$ cat src/rtl/isa_hold_pkg.sv
package isa_hold_pkg;
  // Delayed-transaction phase; the codes are visible on dt_phase.
  typedef enum logic [1:0] {
    PH_IDLE  = 2'b00,
    PH_ISA   = 2'b10,
    PH_RETRY = 2'b11
  } dt_phase_e;

  // Next phase for a set of event pulses; out-of-phase events are dropped.
  function automatic dt_phase_e phase_step(input dt_phase_e cur, input logic ev_start,
                                           input logic ev_end, input logic ev_done);
    dt_phase_e nxt;
    nxt = cur;
    case (cur)
      PH_IDLE:  if (ev_start) nxt = PH_ISA;
      PH_ISA:   if (ev_end)   nxt = PH_RETRY;
      PH_RETRY: if (ev_done)  nxt = PH_IDLE;
      default:  nxt = PH_IDLE;
    endcase
    return nxt;
  endfunction

  // The ISA bus may be handed to a DMA master only when neither the
  // delayed transaction nor another cycle occupies it.
  function automatic logic isa_free(input dt_phase_e cur, input logic other_busy);
    return (cur != PH_ISA) && !other_busy;
  endfunction
endpackage

$ cat src/rtl/isa_dt_phase.sv
module isa_dt_phase
  import isa_hold_pkg::*;
(
  input  logic      clk,
  input  logic      rst,
  input  logic      ev_start,
  input  logic      ev_end,
  input  logic      ev_done,
  output dt_phase_e phase
);
  dt_phase_e phase_q;

  always_ff @(posedge clk) begin
    if (rst) phase_q <= PH_IDLE;
    else     phase_q <= phase_step(phase_q, ev_start, ev_end, ev_done);
  end

  assign phase = phase_q;
endmodule

$ cat src/rtl/isa_dma_grant.sv
module isa_dma_grant #(
  parameter int NCH = 4,
  localparam int CW = (NCH > 1) ? $clog2(NCH) : 1
) (
  input  logic           clk,
  input  logic           rst,
  input  logic [NCH-1:0] req,
  input  logic           hlda_n,
  input  logic           bus_free,
  output logic [NCH-1:0] ack_n,
  output logic           grant_fire,
  output logic           release_fire
);
  logic          owned_q;
  logic [CW-1:0] owner_q;
  logic [CW-1:0] pick;

  // Fixed priority: scanning downward leaves the lowest set index.
  always_comb begin
    pick = '0;
    for (int i = NCH - 1; i >= 0; i--)
      if (req[i]) pick = CW'(i);
  end

  assign grant_fire   = !owned_q && !hlda_n && (|req) && bus_free;
  assign release_fire = owned_q && !req[owner_q];

  always_ff @(posedge clk) begin
    if (rst) begin
      owned_q <= 1'b0;
      owner_q <= '0;
    end else if (release_fire) begin
      owned_q <= 1'b0;
    end else if (grant_fire) begin
      owned_q <= 1'b1;
      owner_q <= pick;
    end
  end

  for (genvar g = 0; g < NCH; g++) begin : g_ack
    assign ack_n[g] = !(owned_q && (owner_q == CW'(g)));
  end
endmodule

$ cat src/rtl/isa_hold_arb.sv
module isa_hold_arb
  import isa_hold_pkg::*;
#(
  parameter int NCH = 4
) (
  input  logic           clk,
  input  logic           rst,
  input  logic [NCH-1:0] dreq,
  input  logic           hold_ack_n,
  input  logic           isa_busy,
  input  logic           dt_isa_start,
  input  logic           dt_isa_end,
  input  logic           dt_retry_done,
  output logic           hold_n,
  output logic [NCH-1:0] dack_n,
  output logic [1:0]     dt_phase
);
  dt_phase_e phase;
  logic      bus_free;
  logic      grant_fire;
  logic      release_fire;

  isa_dt_phase u_phase (
    .clk      (clk),
    .rst      (rst),
    .ev_start (dt_isa_start),
    .ev_end   (dt_isa_end),
    .ev_done  (dt_retry_done),
    .phase    (phase)
  );

  assign bus_free = isa_free(phase, isa_busy);

  isa_dma_grant #(.NCH(NCH)) u_grant (
    .clk          (clk),
    .rst          (rst),
    .req          (dreq),
    .hlda_n       (hold_ack_n),
    .bus_free     (bus_free),
    .ack_n        (dack_n),
    .grant_fire   (grant_fire),
    .release_fire (release_fire)
  );

  // The hold request ignores any pending delayed transaction.
  assign hold_n   = ~(|dreq);
  assign dt_phase = phase;
endmodule

$ cat config.mk
export PLATFORM = sky130hd
export DESIGN_NAME = isa_hold_arb
export DESIGN_NICKNAME = d
export VERILOG_FILES = /design/src/rtl/isa_hold_pkg.sv /design/src/rtl/isa_dt_phase.sv /design/src/rtl/isa_dma_grant.sv /design/src/rtl/isa_hold_arb.sv
export SDC_FILE = /design/constraint.sdc
export NUM_CORES = 1
export LEC_CHECK = 0
export ABC_CLOCK_PERIOD_IN_PS = 1800
export CAP_MARGIN = 20
export CELL_PAD_IN_SITES_DETAIL_PLACEMENT = 1
export CELL_PAD_IN_SITES_GLOBAL_PLACEMENT = 2
export CORE_MARGIN = 2
export CORE_UTILIZATION = 18
export DETAILED_ROUTE_END_ITERATION = 8
export GPL_TIMING_DRIVEN = 0
export PLACE_DENSITY = 0.82
export SETUP_SLACK_MARGIN = 0.02
export SYNTH_ARGS = -nofsm -noshare
export SYNTH_HDL_FRONTEND = slang
export SYNTH_HIERARCHICAL = 1
export SYNTH_SLANG_ARGS = --single-unit
$ cat constraint.sdc
create_clock -name clk -period 1.8 [get_ports clk]
set_clock_uncertainty 0.15 [all_clocks]
set_input_delay 0.36 -clock clk [delete_from_list [all_inputs] [get_ports clk]]
set_output_delay 0.36 -clock clk [all_outputs]
set_load 0.03 [all_outputs]
# Word level (Yosys, flattened, before mapping)
# Cells that the tools add are included.
# word_totals
ramBits,0
input_bits,11
mem_count,0
ff_bits,5
output_inout_bits,7
latch_bits,0
rom_bits,0
# op_classes
n_eq_ne,9
n_mul,0
n_div,0
n_bitwise,2
n_addsub,0
muxes,10
order_cmp,1
n_reduce_logical,23
n_shift,0
# op_table
operator,n
two-way mux 2 bit,7
logical AND 1 bit,9
equality test 2 bit (second input constant),4
logical NOT 1 bit,8
inequality test 2 bit (second input constant),4
case mux 2 bit (3 select lines),1
logical NOT 2 bit,2
OR reduction 4 bit,1
less-than comparator 2 x 3 -> 1 bit (second input constant),1
AND reduction 3 bit,1
binary-select mux 1 bit (select 2 bit),1
equality test 2 x 1 -> 1 bit (second input constant),1
NOT 1 bit,2
AND reduction 2 bit,1
OR reduction 2 bit,1
two-way mux 1 bit,1

# Longest topological paths before layout
# Gate-level depths: netlist (run 1).
# logic_depth
ltp_word,6
depth_mapped,5

# Cells and area by module
# The synthesis (run 1) kept the hierarchy.
# modules_own_cells
mod,instances,cells_each,area_per_inst_um2
isa_dma_grant,1,28,217.7
isa_dt_phase,1,9,82.6
isa_hold_arb,1,3,21.3

# Worst setup path after synthesis (run 1)
# OpenSTA, ideal clock, no wires.
# synth_timing
path_type,reg2reg
start,"reg u_phase.phase_q[0], in the netlist u_phase/phase[0]"
end,reg u_grant.owner_q[0]
path_stages_with_launch,6
arrival_time_ps,1334
n_path_buf,0
required_ps,1528
path_slack_ps,194
path_cell_list,dfxtp_1 > inv_1 > a21oi_1 > or3b_1 > o21ai_0 > a21oi_1
# synth_via
elab_chain_cells,4
# synth_rtl
item,line_no,source
from (decl),isa_dt_phase.sv:11,dt_phase_e phase_q;
from (signal assigned),isa_dt_phase.sv:15,"else phase_q <= phase_step(phase_q, ev_start, ev_end, ev_done);"
inequality test 2 bit,isa_hold_pkg.sv:26,return (cur != PH_ISA) && !other_busy;
logical AND 1 bit,isa_hold_pkg.sv:26,
named net bus_free,isa_hold_arb.sv:19,logic bus_free;
logical AND 1 bit,isa_dma_grant.sv:25,assign grant_fire = !owned_q && !hlda_n && (|req) && bus_free;
AND reduction 2 bit (no line),--,
to (signal assigned),isa_dma_grant.sv:36,owner_q <= pick;
to (decl),isa_dma_grant.sv:15,logic [CW-1:0] owner_q;
# The timed path passes the listed nets, and every way through them passes these cells.
# A chain may end at the register's enable or synchronous reset.

# Worst setup path in the final report (run 1)
# layout_timing
start,in dreq[2]
end,out hold_n
# layout_via
elab_chain_cells,2
# layout_rtl
item,line_no,source
from (decl),isa_hold_arb.sv:8,"input logic [NCH-1:0] dreq,"
OR reduction 4 bit,isa_hold_arb.sv:46,assign hold_n = ~(|dreq);
NOT 1 bit,isa_hold_arb.sv:46,
to (decl),isa_hold_arb.sv:14,"output logic hold_n,"
# No other way between the ends.

==> qor.yml, run 1 <==
timing:
  worst_pin_slew_ns: 0.370
  hold_viol_final: 0
  whs_ns: 0.367
  slew_headroom_pct: 75.3
  min_period_ns: 1.71
  finalSetupTns_ns: 0
  period_share_pct: 95.2
  grt_setup_unrepaired: "no"
  fmax_ghz: 0.584
  slew_viol_final: 0
  setup_viol: 0
floorplanning:
  core_area_um2: 1690
  die_h_um: 46.0
  start_util_pct: 18.8
  core.rowCount: 15
  die_w_um: 46.0
  dieArea_um2: 2120
  ioPinCount: 18
worst_setup_path:
  crit_path_max_fanout: 5
  worstSetupStartpoint: "dreq[2]"
  rr_worst_depth: 5
  r2r_slack_ns: 0.29
  critical_path_class: "in -> out"
  crit_end: "hold_n"
  required_ns: 1.29
  rr_endpoint: "u_grant/owner_q[0]$_SDFFE_PP0P_"
  slowest_delay_ns: 0.49
  arrival_ns: 1.20
  crit_path_top_delay_cell: "clkdlybuf4s50_1"
  start_kind: "primary input"
  r2r-start: "u_phase/phase[0]$_SDFFE_PP0P_"
  end_kind: "output port"
  crit_path_cell_trace: "clkdlybuf4s50_1 > nor4_2 > buf_4"
yosys:
  yosysWarnings: 6
  syn_area_per_cell_um2: 8.15
  synth_area_um2: 318
  syn_nets: 50
  syn-instance-count: 39
place:
  io_buffers: 17
  dp_hpwl_um: 643
  gp_congestion: 0.642
  dp.cells: 73
  postPlaceCellArea_um2: 509
global_route:
  first_global_vias: 304
  antenna_found_initial: 0
  grt_usage_pct: 8.33
  grt_max_degree: 8
  overflow: 0
  grt_pass1_wl_um: 1180
clock_tree:
  numCtsBuffers: 3
  cts.clk_slew.worst_paths_ns: 0.05
  post_cts_buffers: 0
  clock_path_buffers: 2
  cts_sinks: 5
  root_buffer: "clkbuf_4"
  clk_latency_ns: 0.24
  cts_tree: "yes"
  htreeDepth: 1
  cts_hold_buf: 0
finish:
  fin_area_um2: 515
  diodes: 0
  drive_gt1_share_pct: 21.7
  fin_nets: 72
  fin_cells: 77
  area_growth_pct: 62.2
run:
  cap_violations: 0
power_and_ir_drop:
  p_switching_uw: 96.9
  cellInternalPower_uw: 244
  seqPwrFrac_pct: 38.0
  p_comb_share_pct: 23.1
  power_density_nw_per_um2: 662
  peakVddDrop_v: 0.000257
  p_leak_nw: 0.189
  switching_share_pct: 28.4
  clkPwrFrac_pct: 38.8
drt:
  routedWlPerCell_um: 10.2
  routed_wl_um: 788
  ant_nets: 0
  drtIter0Drc: 4
  drc_errors: 0
  vias: 360
  dr.pass1.iters: 3
  vias_per_cell: 4.68
status:
  status: "finished clean"
min_path:
  min_path_type: "reg -> reg"
  min-delay-start: "u_phase/phase[1]$_SDFFE_PP0P_"
how the worst min path moves through the flow:
stage | endpoint | slack (ns) | cells after the start
after floorplan | u_grant/owner_q[0]$_SDFFE_PP0P_ | 0.28 | 1
after global routing | u_phase/phase[0]$_SDFFE_PP0P_ | 0.39 | 2
after global placement | u_phase/phase[0]$_SDFFE_PP0P_ | 0.35 | 2
after detailed placement | u_phase/phase[0]$_SDFFE_PP0P_ | 0.36 | 2
after CTS | u_phase/phase[0]$_SDFFE_PP0P_ | 0.37 | 2
final | u_phase/phase[0]$_SDFFE_PP0P_ | 0.37 | 2
registers in the layout, indices dropped and copies added, names as in the netlist:
signal and cells:
u_grant/owned_q 1, u_grant/owner_q 2, u_phase/phase 2
critical path, delay by kind of cell:
kind / cells / cell delay [ns]
simple gates: 1 / 0.16
buf+inv: 2 / 0.69
metrics by stage:
stage / setup slack (ns) / utilization (%) / power (mW)
finish: 0.0870 / 30.5 / 0.341
global route: 0.0494 / 30.5 / 0.361
CTS: 0.0276 / 30.9 / 0.349
detailed placement: -0.580 / 30.1 / 0.218
global placement: -0.578 / 30.1 / 0.217
floorplan: 0.216 / - / 0.170
power groups by stage:
stage               logic, mW  clock network (mW)  registers [mW]
floorplan              0.0347                   0           0.136
global placement       0.0859                   0           0.131
detailed placement     0.0868                   0           0.131
CTS                    0.0799               0.140           0.130
global route           0.0859               0.144           0.132
finish                 0.0790               0.133           0.130
timing repair:
action	in CTS	in global routing
setup endpoints to repair	7	1
resized for setup	23	2
gates cloned	0	0
layout make-up:
class	count	area [um^2]
Timing Repair Buffer	17	149
Inverter	3	11.3
Fill cell	220	1170
Clock buffer	4	26.3
Sequential cell	5	101
Tap cell	17	21.3
Multi-Input combinational cell	31	206
per-layer routing:
metal | global-route usage, % | share of wire (%) | up-vias
met5 | 0 | 0 | -
met4 | 8.57 | 2.0 | 0
met3 | 2.38 | 9.0 | 2
met2 | 12.5 | 44 | 15
met1 | 8.92 | 44 | 157
li1 | - | - | 186
cells in the final DEF, fill, tap and decap left out:
cell type        instances
nor4_1                   1
dfxtp_1                  4
o21ai_0                  1
buf_2                    2
a21oi_1                  5
o22ai_1                  1
nand2b_1                 4
nor2b_1                  1
clkdlybuf4s50_1          7
o32ai_1                  1
nand3b_1                 1
mux2_2                   2
or3b_1                   1
nand2_1                  1
o2111ai_1                1
nor4_2                   1
inv_1                    3
nor2_1                   2
clkbuf_4                 3
nor3b_1                  1
dlygate4sd2_1            7
nand3_1                  1
and2_1                   1
clkbuf_1                 1
buf_4                    1
dfxtp_2                  1
nor3_1                   2
or2_2                    2
or4_4                    1
No activity file was read; power rests on OpenSTA's default activity.
==> inputs of run 2 (changes only) <==
--- a/config.mk
+++ b/config.mk
@@ -5,7 +5,7 @@
 export SDC_FILE = /design/constraint.sdc
 export NUM_CORES = 1
 export LEC_CHECK = 0
-export ABC_CLOCK_PERIOD_IN_PS = 1800
+export ABC_CLOCK_PERIOD_IN_PS = 1600
 export CAP_MARGIN = 20
 export CELL_PAD_IN_SITES_DETAIL_PLACEMENT = 1
 export CELL_PAD_IN_SITES_GLOBAL_PLACEMENT = 2
@@ -13,7 +13,8 @@
 export CORE_UTILIZATION = 18
 export DETAILED_ROUTE_END_ITERATION = 8
 export GPL_TIMING_DRIVEN = 0
-export PLACE_DENSITY = 0.82
+export PLACE_DENSITY_LB_ADDON = 0.1
+export RECOVER_POWER = 50
 export SETUP_SLACK_MARGIN = 0.02
 export SYNTH_ARGS = -nofsm -noshare
 export SYNTH_HDL_FRONTEND = slang
==> constraint.sdc (replaced) <==
create_clock -name clk -period 1.6 [get_ports clk]
set_clock_uncertainty 0.15 [all_clocks]
set_input_delay 0.32 -clock clk [delete_from_list [all_inputs] [get_ports clk]]
set_output_delay 0.32 -clock clk [all_outputs]
set_load 0.03 [all_outputs]
==> run 2 against run 1 <==
First-iteration DRC count did not move. Hold slack worse by 0.0024 ns. Combinational power grew 26%. Via count fell by 1.1%. Final area up 8.5%. Critical path depth stayed put. Flip-flop and latch count unchanged. Non-clock buffer count rose by 1. Register-to-register slack got worse by 0.15 ns. Clock-buffer cell count is the same.
==> qor.yml, run 2 (synthesis gave the netlist of run 1 again) <==
timing:
  period_share_pct: 96.3
  slew_headroom_pct: 79.0
  slew_viol_final: 0
  grt_setup_unrepaired: "yes"
  worst_pin_slew_ns: 0.316
  min_period_ns: 1.54
  hold_viol_final: 0
  setup_viol: 0
  setup_ws_ns: 0.0585
  fmax_ghz: 0.649
finish:
  fin_area_um2: 559
  layout_common_cells: "6 x dlygate4sd2_1, 5 x clkdlybuf4s50_1, 4 x a21oi_1"
  area_growth_pct: 76.0
  fin_nets: 73
  diodes: 0
  final_common_cell: "dlygate4sd2_1"
  drive_gt1_share_pct: 32.8
drt:
  vias: 356
  routedWlPerCell_um: 11.0
  drtIter0Drc: 4
  drc_errors: 0
  dr.pass1.iters: 4
  ant_nets: 0
  vias_per_cell: 4.56
  routed_wl_um: 859
floorplanning:
  die_w_um: 46.0
  core.rowCount: 15
  start_util_pct: 18.8
  dieArea_um2: 2120
  core_area_um2: 1690
  ioPinCount: 18
  die_h_um: 46.0
global_route:
  antenna_found_initial: 0
  grt_usage_pct: 9.39
  overflow: 0
  first_global_vias: 370
  grt_max_degree: 8
  grt_pass1_wl_um: 1500
run:
  cap_violations: 0
clock_tree:
  cts_hold_buf: 0
  numCtsBuffers: 3
  root_buffer: "clkbuf_4"
  cts_sinks: 5
  cts.clk_slew.worst_paths_ns: 0.04
  htreeDepth: 1
  clk_latency_ns: 0.23
  cts_tree: "yes"
  clock_path_buffers: 2
worst_setup_path:
  critical_path_class: "reg -> out"
  crit_path_max_fanout: 5
  required_ns: 1.13
  end_kind: "output port"
  start_kind: "register"
  arrival_ns: 1.07
place:
  io_buffers: 17
  dp_hpwl_um: 718
  gp_congestion: 0.706
  postPlaceCellArea_um2: 510
  place_ws_ns: -0.686
power_and_ir_drop:
  power_density_nw_per_um2: 679
  power_uw: 380
  p_leak_nw: 0.212
  peakVddDrop_v: 0.000379
min_path:
  min_path_type: "reg -> reg"
status:
  status: "finished clean"
run 2: layout make-up:
| type | count | area [um^2] |
|---|---|---|
| fillers | 205 | 1130 |
| multi-input cells | 31 | 226 |
| repair buffers | 18 | 165 |
| flip-flops and latches | 5 | 109 |
| clock buffers | 4 | 26.3 |
| well taps | 17 | 21.3 |
| inverters | 3 | 11.3 |
run 2: critical path, cell delays in order, from the launching register on:
cell and delay, ns:
dfxtp_4 0.35, nand2b_4 0.14, or2_4 0.22, buf_6 0.13
run 2: stage by stage:
stage	utilization (%)	TNS [ns]	std cells	hold slack, ns
3_3_place_gp	30.2	-2.17	73	0.332
4_1_cts	32.7	0	78	0.351
3_5_place_dp	30.2	-2.20	73	0.344
5_1_grt	33.1	0	78	0.392
2_1_floorplan	-	0	39	0.239
6_report	33.1	0	78	0.364
run 2: path summary, 6_finish.rpt:
check	depth (start not counted)	endpoint	start	slack, ns
setup / recovery	3	dack_n[0]	u_grant/owner_q[0]$_SDFFE_PP0P_	0.06
hold / removal	2	u_phase/phase[0]$_SDFFE_PP0P_	u_phase/phase[1]$_SDFFE_PP0P_	0.36
setup reg to reg	5	u_grant/owner_q[0]$_SDFFE_PP0P_	u_phase/phase[0]$_SDFFE_PP0P_	0.14
hold reg to reg	2	u_phase/phase[0]$_SDFFE_PP0P_	u_phase/phase[1]$_SDFFE_PP0P_	0.36
run 2: routing by layer:
| layer | track usage, % | wire, um | vias to the layer above |
|---|---|---|---|
| li1 | - | - | 187 |
| met1 | 12.0 | 365 | 162 |
| met2 | 16.7 | 451 | 7 |
| met3 | 2.38 | 41 | 0 |
| met4 | 0 | 0 | 0 |
| met5 | 0 | 0 | - |
run 2: timing repair:
action / 4_1_cts / 5_1_grt
buffers inserted: 1 / 0
setup endpoints to repair: 10 / 4
resized for setup: 35 / 9
run 2: where the power goes:
part | switching, mW | internal, mW | total (mW) | leakage [nW]
combinational | 0.0460 | 0.0535 | 0.0995 | 0.154
sequential | 0.0128 | 0.133 | 0.146 | 0.0430
clock | 0.0407 | 0.0936 | 0.134 | 0.0150
